[src/rtl/irqr_pkg.sv]
`timescale 1ns/1ps
package irqr_pkg;

    localparam logic [6:0] OFS_SEL = 7'h00;
    localparam logic [6:0] OFS_WIN = 7'h10;
    localparam logic [6:0] OFS_EOI = 7'h40;

    localparam logic [7:0] IDX_IDENT = 8'h01;
    localparam logic [7:0] IDX_TABLE = 8'h10;

    localparam int BIT_MASK  = 16;
    localparam int BIT_LEVEL = 15;
    localparam int BIT_ALOW  = 13;

    typedef struct packed {
        logic       mask;
        logic       level;
        logic       act_low;
        logic [7:0] vec;
        logic [7:0] dst_id;
        logic [7:0] dst_eid;
    } rte_t;

    typedef struct packed {
        logic [31:0] addr;
        logic [31:0] data;
    } msg_t;

    function automatic rte_t rte_reset();
        rte_t e;
        e      = '0;
        e.mask = 1'b1;
        return e;
    endfunction

    function automatic logic [31:0] rte_lo(rte_t e);
        logic [31:0] w;
        w            = '0;
        w[BIT_MASK]  = e.mask;
        w[BIT_LEVEL] = e.level;
        w[BIT_ALOW]  = e.act_low;
        w[7:0]       = e.vec;
        return w;
    endfunction

    function automatic logic [31:0] rte_hi(rte_t e);
        return {e.dst_id, e.dst_eid, 16'h0000};
    endfunction

    function automatic rte_t rte_put_lo(rte_t e, logic [31:0] w);
        rte_t r;
        r         = e;
        r.mask    = w[BIT_MASK];
        r.level   = w[BIT_LEVEL];
        r.act_low = w[BIT_ALOW];
        r.vec     = w[7:0];
        return r;
    endfunction

    function automatic rte_t rte_put_hi(rte_t e, logic [31:0] w);
        rte_t r;
        r         = e;
        r.dst_id  = w[31:24];
        r.dst_eid = w[23:16];
        return r;
    endfunction

    function automatic msg_t rte_msg(rte_t e);
        msg_t m;
        m.addr = {e.dst_id, e.dst_eid, 16'h0000};
        m.data = {24'h000000, e.vec};
        return m;
    endfunction

endpackage

[src/rtl/irqr_sync.sv]
`timescale 1ns/1ps
module irqr_sync #(
    parameter int WIDTH = 8
) (
    input  logic             clk,
    input  logic             rst,
    input  logic [WIDTH-1:0] d_async,
    output logic [WIDTH-1:0] q_sync
);
    logic [WIDTH-1:0] stage1;

    always_ff @(posedge clk) begin
        if (rst) begin
            stage1 <= '0;
            q_sync <= '0;
        end else begin
            stage1 <= d_async;
            q_sync <= stage1;
        end
    end
endmodule

[src/rtl/irqr_line.sv]
`timescale 1ns/1ps
module irqr_line
    import irqr_pkg::*;
(
    input  logic clk,
    input  logic rst,
    input  logic pin_s,
    input  rte_t cfg,
    input  logic eoi_hit,
    input  logic grant,
    output logic req
);
    logic act;
    logic act_d;
    logic edge_pend;
    logic in_svc;

    assign act = pin_s ^ cfg.act_low;

    always_ff @(posedge clk) begin
        if (rst) begin
            act_d     <= 1'b0;
            edge_pend <= 1'b0;
            in_svc    <= 1'b0;
        end else begin
            act_d <= act;
            if (cfg.level)
                edge_pend <= 1'b0;
            else if (!cfg.mask && act && !act_d)
                edge_pend <= 1'b1;
            else if (grant)
                edge_pend <= 1'b0;

            if (!cfg.level)
                in_svc <= 1'b0;
            else if (grant)
                in_svc <= 1'b1;
            else if (eoi_hit)
                in_svc <= 1'b0;
        end
    end

    assign req = !cfg.mask && (cfg.level ? (act && !in_svc) : edge_pend);

    AST_LEVEL_HELD: assert property (@(posedge clk) disable iff (rst)
        (grant && cfg.level) |=> (in_svc || !cfg.level));

    AST_GRANT_HAS_REQ: assert property (@(posedge clk) disable iff (rst)
        grant |-> req);
endmodule

[src/rtl/irqr_arb.sv]
`timescale 1ns/1ps
module irqr_arb #(
    parameter int N = 8
) (
    input  logic         clk,
    input  logic         rst,
    input  logic         en,
    input  logic [N-1:0] req,
    output logic [N-1:0] grant
);
    always_comb begin
        grant = '0;
        if (en) begin
            for (int i = N - 1; i >= 0; i--) begin
                if (req[i]) grant = N'(1) << i;
            end
        end
    end

    AST_GRANT_ONEHOT: assert property (@(posedge clk) disable iff (rst)
        $onehot0(grant));

    AST_GRANT_LOWEST: assert property (@(posedge clk) disable iff (rst)
        (grant != '0) |-> ((req & (grant - N'(1))) == '0));

    AST_GRANT_IDLE_ONLY: assert property (@(posedge clk) disable iff (rst)
        !en |-> (grant == '0));
endmodule

[src/rtl/irq_msg_redirector.sv]
`timescale 1ns/1ps
module irq_msg_redirector
    import irqr_pkg::*;
#(
    parameter int         NUM_LINES = 8,
    parameter logic [7:0] VERSION   = 8'h21
) (
    input  logic                 clk,
    input  logic                 rst,
    input  logic                 reg_we,
    input  logic [6:0]           reg_addr,
    input  logic [31:0]          reg_wdata,
    output logic [31:0]          reg_rdata,
    input  logic [NUM_LINES-1:0] irq_pins,
    output logic                 msg_valid,
    input  logic                 msg_ready,
    output logic [31:0]          msg_addr,
    output logic [31:0]          msg_data
);
    localparam int LW      = (NUM_LINES > 1) ? $clog2(NUM_LINES) : 1;
    localparam int TBL_END = int'(IDX_TABLE) + 2 * NUM_LINES;

    logic [7:0]           sel;
    rte_t                 tbl [NUM_LINES];
    logic [NUM_LINES-1:0] pins_s;
    logic [NUM_LINES-1:0] req;
    logic [NUM_LINES-1:0] grant;
    logic [NUM_LINES-1:0] eoi_hit;
    logic [NUM_LINES-1:0] mask_vec;
    logic [7:0]           tbl_off;
    logic                 tbl_hit;
    logic [LW-1:0]        ent;
    logic [31:0]          win_rd;
    logic [LW-1:0]        win_idx;
    msg_t                 next_msg;
    logic                 unused_wbits;

    assign unused_wbits = ^{reg_wdata[14], reg_wdata[12:8]};

    // Window decode
    assign tbl_off = sel - IDX_TABLE;
    assign tbl_hit = (sel >= IDX_TABLE) && (int'(sel) < TBL_END);
    assign ent     = tbl_off[LW:1];

    always_comb begin
        win_rd = '0;
        if (sel == IDX_IDENT)
            win_rd = {8'h00, 8'(NUM_LINES - 1), 8'h00, VERSION};
        else if (tbl_hit)
            win_rd = tbl_off[0] ? rte_hi(tbl[ent]) : rte_lo(tbl[ent]);
    end

    always_comb begin
        reg_rdata = '0;
        if (reg_addr == OFS_SEL)      reg_rdata = {24'h0, sel};
        else if (reg_addr == OFS_WIN) reg_rdata = win_rd;
    end

    always_ff @(posedge clk) begin
        if (rst) begin
            sel <= '0;
            for (int i = 0; i < NUM_LINES; i++) tbl[i] <= rte_reset();
        end else if (reg_we) begin
            if (reg_addr == OFS_SEL)
                sel <= reg_wdata[7:0];
            else if (reg_addr == OFS_WIN && tbl_hit) begin
                if (tbl_off[0]) tbl[ent] <= rte_put_hi(tbl[ent], reg_wdata);
                else            tbl[ent] <= rte_put_lo(tbl[ent], reg_wdata);
            end
        end
    end

    irqr_sync #(.WIDTH(NUM_LINES)) u_sync (
        .clk     (clk),
        .rst     (rst),
        .d_async (irq_pins),
        .q_sync  (pins_s)
    );

    for (genvar g = 0; g < NUM_LINES; g++) begin : g_line
        assign eoi_hit[g]  = reg_we && (reg_addr == OFS_EOI) && (reg_wdata[7:0] == tbl[g].vec);
        assign mask_vec[g] = tbl[g].mask;
        irqr_line u_line (
            .clk     (clk),
            .rst     (rst),
            .pin_s   (pins_s[g]),
            .cfg     (tbl[g]),
            .eoi_hit (eoi_hit[g]),
            .grant   (grant[g]),
            .req     (req[g])
        );
    end

    irqr_arb #(.N(NUM_LINES)) u_arb (
        .clk   (clk),
        .rst   (rst),
        .en    (!msg_valid),
        .req   (req),
        .grant (grant)
    );

    always_comb begin
        win_idx = '0;
        for (int i = 0; i < NUM_LINES; i++) begin
            if (grant[i]) win_idx = LW'(i);
        end
        next_msg = rte_msg(tbl[win_idx]);
    end

    always_ff @(posedge clk) begin
        if (rst) begin
            msg_valid <= 1'b0;
            msg_addr  <= '0;
            msg_data  <= '0;
        end else if (msg_valid) begin
            if (msg_ready) msg_valid <= 1'b0;
        end else if (grant != '0) begin
            msg_valid <= 1'b1;
            msg_addr  <= next_msg.addr;
            msg_data  <= next_msg.data;
        end
    end

    AST_MSG_HOLD: assert property (@(posedge clk) disable iff (rst)
        (msg_valid && !msg_ready) |=> (msg_valid && $stable(msg_addr) && $stable(msg_data)));

    AST_MASKED_NO_GRANT: assert property (@(posedge clk) disable iff (rst)
        (grant & mask_vec) == '0);
endmodule

[config.mk]
export PLATFORM = sky130hd
export DESIGN_NAME = irq_msg_redirector
export DESIGN_NICKNAME = d
export VERILOG_FILES = /design/src/rtl/irqr_pkg.sv /design/src/rtl/irqr_sync.sv /design/src/rtl/irqr_line.sv /design/src/rtl/irqr_arb.sv /design/src/rtl/irq_msg_redirector.sv
export SDC_FILE = /design/constraint.sdc
export NUM_CORES = 1
export LEC_CHECK = 0
export BUFFER_PORTS_ARGS = -buffer_cell sky130_fd_sc_hd__buf_4
export CORE_MARGIN = 2
export CORE_UTILIZATION = 54
export CTS_CLUSTER_SIZE = 16
export DETAILED_ROUTE_END_ITERATION = 7
export GPL_TIMING_DRIVEN = 0
export PLACE_DENSITY_LB_ADDON = 0.2
export SETUP_SLACK_MARGIN = 0.2
export SLEW_MARGIN = 10
export SYNTH_ARGS = -nofsm -noshare
export SYNTH_HDL_FRONTEND = slang
export SYNTH_SLANG_ARGS = --single-unit
[constraint.sdc]
create_clock -name clk -period 2.32 [get_ports clk]
set_input_delay 0.116 -clock clk [delete_from_list [all_inputs] [get_ports clk]]
set_output_delay 0.116 -clock clk [all_outputs]
set_load 0.005 [all_outputs]
==> results of run 1 <==
-- worst register-to-register path, delay by kind of cell (launching register included) --
family        cells  cell delay [ns]
flops             1             0.36
simple gates      5             1.21
mux               1             0.42
buf+inv           5             0.66
-- cells in the mapped netlist, drive strengths merged (2+ instances only) --
cell    instances
o31a            2
edfxtp        216
o32ai           4
nor2b          18
o31ai           8
buf            83
nand3b          2
clkbuf         41
o211ai          2
a31oi           2
mux2            5
nor3           18
o21ai          20
o22ai          46
nand2          45
nand3          21
nor4            3
inv            11
nor2          257
a211o          22
nand4          17
o32a            6
and4            2
nand2b         19
dfxtp          76
or3             3
or4             2
mux4           54
or3b            7
nand4b          2
and2            2
mux2i         122
a21oi          42
xnor2          72
-- sequential cells by signal, summed over array words and instances, names as in the netlist, named ones only --
register                 flops
tbl                        216
msg_addr                    16
g_line.u_line.act_d          8
g_line.u_line.edge_pend      8
g_line.u_line.in_svc         8
msg_data                     8
sel                          8
u_sync.q_sync                8
u_sync.stage1                8
msg_valid                    1
-- through the flow --
step / area, um^2 / hold slack, ns / setup slack, ns
finish: 21600 / 0.00445 / -0.627
global route: 21600 / 0.0181 / -0.554
CTS: 20200 / 0.00706 / -0.218
detailed placement: 16700 / 0.334 / -0.918
global placement: 16700 / 0.329 / -0.901
floorplan: 15600 / 0.244 / 0.0863
-- power groups by stage --
stage / clock, uW / combinational, uW / sequential, uW
finish: 5100 / 1070 / 5860
global route: 5220 / 1090 / 5860
CTS: 4980 / 893 / 5830
detailed placement: 0 / 701 / 5950
global placement: 0 / 695 / 5930
floorplan: 0 / 476 / 5910
-- metal layers --
metal  track usage (%)  up-vias
met2              58.6     1493
li1                  -     5334
met1              48.4     6614
met3              11.5      486
met5                 0        -
met4              19.1        4
-- repair_timing --
| action | CTS | global route |
|---|---|---|
| hold endpoints to repair | 121 | 0 |
| hold buffers | 25 | 0 |
| buffers inserted | 95 | 66 |
| gates cloned | 17 | 4 |
| endpoints found under the setup margin | 486 | 485 |
| pin swaps | 40 | 48 |
| gates resized for setup | 261 | 150 |
-- cell families after synthesis --
family / share of synthesized area, %
buffers and inverters: 5.21
muxes: 16.5
other: 0.0247
AOI/OAI and AO/OA: 8.78
and+or+nand+nor: 12.6
DFF: 52.7
xor gates and xnor gates: 4.20
-- area by class of cell --
cell class | count | area [um^2]
Inverter | 11 | 41.3
Multi-Input combinational cell | 893 | 7800
Tap cell | 378 | 473
Antenna cell | 1 | 2.50
Clock buffer | 52 | 970
Fill cell | 1481 | 6110
Clock inverter | 9 | 51.3
Timing Repair Buffer | 283 | 3060
Buffer | 124 | 1190
Sequential cell | 292 | 8020
-- final timing paths --
check / slack [ns] / cells past startpoint / end
hold / removal: 0.004 / 4 / sel[0]
setup reg to reg: -0.63 / 11 / tbl[2][0]
setup / recovery: -0.63 / 11 / tbl[2][0]
hold reg to reg: 0.44 / 1 / u_sync.q_sync[0]
==> results by group, run 1 <==
Place
  – PortBufs: 87
  – HPWL Detailed: 32000 um
  – Dpl cells: 1774
  – GPL Wtd Cong: 1.01

Logic synthesis
  – FFs w/ async S/R, synth: 0%
  – Mapped Area: 0.0152 mm^2
  – Mapped Cells: 1264
  – Synth area leaders: edfxtp_1 (43%), dfxtp_1 (10%), mux4_2 (8.0%)
  – Mean Syn Cell Area: between 10 and 15 um^2
  – Synth unique cells: 61
  – Synth Flop Type: edfxtp_1
  – Area leader, netlist: edfxtp_1
  – Register area share after synthesis: a little over half
  – FF+latch count, synth: about 300
  – Top-area cell type share of the netlist area: 42.7%
  – YS warnings: 0
  – Post-synth EDFFs: around 220

Setup path
  – Cell family with most CP delay: simple AND/OR/NAND/NOR gates
  – Most frequent CP cell: buf_6
  – Critical Path RT: 2.56 ns
  – Critical path start-end classification: reg -> reg
  – CP Capture Type: flip-flop
  – CP Max Fanout: 8
  – Worst EP arrival: about 3.2 ns
  – RR Startpoint: sel[6]
  – Worst setup path startpoint: sel[6]
  – Worst Path Buf+Inv: 5
  – Startpoint Class: flip-flop
  – Crit path largest cell delay: 0.42 ns
  – CP max-delay cell: mux2i_4
  – CP cell instances: nor3_4, nand2_4, or3_4, buf_6, buf_6, buf_6, buf_6, nor2_4, buf_12, mux2i_4, nor2_2

Min path
  – Hold path startpoint: reg_addr[6]
  – Worst Hold Class: in -> reg

Detailed routing
  – Iteration-0 DRC Markers: 2362
  – WL met1: between 20000 and 25000 um
  – Highest metal used: met5
  – DRT Pass-1 Iters: 6
  – Vias per cell: 6.82
  – WL per Instance: 31.9 um
  – WL met2: 28000 um
  – Post-route DRC: 0
  – Antenna viol nets, final: 0
  – Met3 wire length: 10700 um
  – Vias: 13900
  – WL final: 65100 um

Cells and area
  – Fin nets: 1690
  – Final Non-Filler Cells: 2043
  – Synth-to-layout area growth: 42.2%
  – Commonest non-fill, non-tap cells in the layout: edfxtp_1 (216), buf_4 (213), nor2_1 (198)
  – Share of layout cells above drive strength 1: 40.7%
  – Commonest non-fill, non-tap cell in the layout: edfxtp_1
  – Final core utilization: 78.0%

Floorplanning
  – Core Region: 0.0277 mm^2
  – Die Wd: 172 um
  – Initial Util: 54.8%
  – Die Height: approximately 170 um
  – Rows: 61
  – Die ar.: 0.0295 mm^2
  – Io pins: 148

Run status
  – Failing checks: negative setup slack
  – Status: finished, violations left

GRT
  – Total grt overflow: 0
  – Largest net degree at the start of global routing: 15
  – Global-route wire length before repair: 79400 um
  – Initial antenna violation count: 5
  – GR Util All Layers: 37.9%
  – Vias in the first global route: 12400

Timing
  – Hold violation total from the final report: 0
  – RSZ-0062 raised after global routing: true
  – # setup viols final: 294
  – Final period util: 127%
  – Final Max Slew Viols: 0
  – Rel. slew slack: 30.3%
  – Post-route minimum period: about 2.9 ns
  – Worst-Margin Slew: 1.05 ns
  – Layout Skew: 0.0263 ns
  – Setup tns final: -89.08 ns
  – Fmax: 0.339 GHz
  – PnR worst setup slack: -0.627 ns

Clock tree
  – CTS Buf Count: 34
  – Clk Latency, worst-skew pair: 0.53 ns
  – Clock root cell: clkbuf_16
  – H-tree depth: 2
  – CTS tree: built
  – CTS Sinks: 292
  – Clk slew on worst S/H paths: 0.06 ns
  – Clock Path Buffers: 3

Power
  – Sequential power share: 48.7%
  – VDD IR max: 486 uV
  – Combinational Power Share: slightly below 9%
  – PnR Total Power: 12000 uW
  – Switch share: around a quarter
  – Pwr Density: 557 mW/mm^2
  – Int Pwr: ~9100 uW
  – Leakage: a little under 0.008 uW
  – Switching pwr: 2910 uW
  – Clk pwr share: 42.4%

Job
  – Max Cap Viol: 0
(Power assumes the default switching activity.)
==> run 2: changes to the inputs <==
--- a/config.mk
+++ b/config.mk
@@ -7,7 +7,7 @@
 export LEC_CHECK = 0
 export BUFFER_PORTS_ARGS = -buffer_cell sky130_fd_sc_hd__buf_4
 export CORE_MARGIN = 2
-export CORE_UTILIZATION = 54
+export CORE_UTILIZATION = 60
 export CTS_CLUSTER_SIZE = 16
 export DETAILED_ROUTE_END_ITERATION = 7
 export GPL_TIMING_DRIVEN = 0
==> constraint.sdc (replaced) <==
create_clock -name clk -period 3 [get_ports clk]
set_input_delay 0.15 -clock clk [delete_from_list [all_inputs] [get_ports clk]]
set_output_delay 0.15 -clock clk [all_outputs]
set_load 0.005 [all_outputs]
==> results by group, run 2 (synthesis results as in run 1) <==
Setup path
  – Worst EP arrival: 2.63 ns (-0.55 ns)
  – CP Capture Type: output pin
  – R2r setup slk: 0.25 ns (+0.88 ns)
  – Worst r2r dst: tbl[5][20]
  – Critical path start-end classification: reg -> out
  – R2r worst-path depth: 6 (-5)
  – RR Startpoint: sel[7]
  – Critical Path RT: 2.85 ns (+0.29 ns)
  – Startpoint Class: flip-flop
  – CP Max Fanout: 10 (+2)

Floorplanning
  – Die Height: 163 um (-5.0%)
  – Io pins: 148 (unchanged)
  – Die Wd: 163 um (-5.0%)
  – Rows: 58 (-4.9%)
  – Core Region: 0.0250 mm^2 (-9.6%)
  – Die ar.: 0.0266 mm^2 (-9.8%)
  – Initial Util: 60.6% (+5.8 points)

Place
  – Place WS: -0.286 ns (+0.633 ns)
  – PortBufs: 87 (unchanged)
  – GPL Wtd Cong: 0.976 (-3.7%)
  – HPWL Detailed: 32700 um (+2.4%)

Detailed routing
  – Post-route DRC: 0 (unchanged)
  – Vias: 11800 (-15%)
  – Vias per cell: 6.44 (-5.5%)
  – DRT Pass-1 Iters: 5 (-1)
  – WL per Instance: 26.0 um (-19%)
  – WL final: 47400 um (-27%)
  – Iteration-0 DRC Markers: 1551 (-34%)
  – Antenna viol nets, final: 0 (unchanged)

GRT
  – Initial antenna violation count: 1 (-4)
  – Largest net degree at the start of global routing: 22 (+7)
  – GR Util All Layers: 35.7% (-2.2 points)
  – Global-route wire length before repair: 68700 um (-14%)
  – Total grt overflow: 0 (unchanged)
  – Vias in the first global route: 11100 (-10%)

Cells and area
  – Commonest non-fill, non-tap cells in the layout: nor2_1 (254), edfxtp_1 (216), buf_4 (155)
  – Fin nets: 1523 (-9.9%)
  – Top reg by flops: tbl
  – Top Registers: tbl (216), msg_addr (16)
  – Commonest non-fill, non-tap cell in the layout: nor2_1
  – Max FFs per register: 216 (unchanged)
  – Share of layout cells above drive strength 1: 24.5% (-16 points)
  – Synth-to-layout area growth: 20.2%

Clock tree
  – Clock Path Buffers: 3 (unchanged)
  – Clock root cell: clkbuf_16
  – CTS tree: built
  – Clk slew on worst S/H paths: 0.07 ns (about the same)
  – H-tree depth: 1 (-1)
  – CTS Buf Count: 30 (-12%)
  – Clk Latency, worst-skew pair: 0.57 ns (+0.04 ns)
  – CTS Sinks: 292 (unchanged)

Min path
  – Endpoint, Worst Hold: tbl[2][2]
  – Worst Hold Class: in -> reg
  – Hold path startpoint: reg_wdata[18]
  – Worst hold stages: 3 (-1)

Timing
  – PnR worst setup slack: 0.218 ns (+0.844 ns)
  – Hold_ws: -0.0173 ns (-0.0217 ns)
  – Hold violation total from the final report: 7 (+7)
  – Rel. slew slack: 38.0% (+7.7 points)
  – Final Max Slew Viols: 0 (unchanged)
  – Worst-Margin Slew: 0.930 ns (-0.116 ns)
  – RSZ-0062 raised after global routing: true
  – # setup viols final: 0 (-100%)
  – Layout Skew: 0.0174 ns (-0.00897 ns)
  – Fmax: 0.359 GHz
  – Post-route minimum period: 2.78 ns
  – Final period util: 92.7%

Run status
  – Status: finished, violations left
  – Failing checks: negative hold slack

Power
  – PnR Total Power: 8850 uW (-26%)
  – VDD IR max: 462 uV (-4.8%)
  – Pwr Density: 485 mW/mm^2 (-13%)
  – Leakage: 0.00644 uW (-18%)

Job
  – Max Cap Viol: 0 (unchanged)
run 2: cell types whose count changed in the layout (fill, tap and decap cells not counted), sizes merged, moves of 2 or more:
cell	change
buf	-150
clkbuf	-9
nand2b	-9
bufinv	+2
clkinv	+2
inv	-2
run 2: final cells by class:
cell class	instances	area (um^2)
diodes	1	2.50
plain buffers	124	887
clock buffers	45	868
clock inverters	11	97.6
fillers	1736	6780
inverters	11	41.3
multi-input cells	882	6770
flip-flops and latches	292	8010
well taps	330	413
repair buffers	131	1170
run 2: stage by stage:
stage / utilization, % / instances / cell area, um^2 / hold WS, ns / setup TNS [ns]
floorplan: - / 1309 / 15400 / 0.278 / 0
global placement: 65.6 / 1726 / 16400 / 0.363 / -173.47
detailed placement: 66.4 / 1734 / 16600 / 0.366 / -25.55
CTS: 71.8 / 1814 / 18000 / 0.00941 / 0
global route: 72.9 / 1827 / 18300 / 0.00871 / 0
finish: 72.9 / 1827 / 18300 / -0.0173 / 0
run 2: layer usage:
layer / vias to the layer above / part of all wire, % / global-route usage (%)
met3: 142 / 14 / 9.34
met2: 917 / 45 / 53.9
met1: 5720 / 37 / 49.7
met4: 0 / 4.0 / 14.1
met5: - / 0 / 0
li1: 4993 / - / -
run 2: power breakdown:
group          internal [uW]  switching [uW]
logic                    273             335
registers               4440            79.5
clock network           2150            1570
run 2: critical path, cell delays in order, from the launching register on:
cell and delay [ns]:
dfxtp_1 0.32, clkbuf_8 0.21, buf_12 0.18, buf_8 0.18, mux4_2 0.32, mux2_2 0.32, a21oi_1 0.16, o21ai_0 0.17
buf_4 0.19
run 2: worst max-delay path by stage:
stage	start	end	slack, ns	cells past startpoint
after floorplan	sel[7]	tbl[6][0]	0.45	5
after global placement	reg_addr[1]	tbl[2][3]	-0.85	6
after detailed placement	tbl[2][26]	msg_data[0]	-0.29	7
after CTS	sel[7]	tbl[5][1]	0.12	7
after global routing	flip-flop	reg_rdata[5]	0.16	8
final	flip-flop	reg_rdata[5]	0.22	8
run 2: repair_timing:
| action | 4_1_cts | 5_1_grt |
|---|---|---|
| setup endpoints to repair | 466 | 400 |
| pin swaps | 1 | 5 |
| cloned | 0 | 0 |
| gates resized for setup | 50 | 38 |
| setup buffers | 0 | 12 |
| hold buffers | 24 | 0 |
| hold endpoints to repair | 125 | 0 |
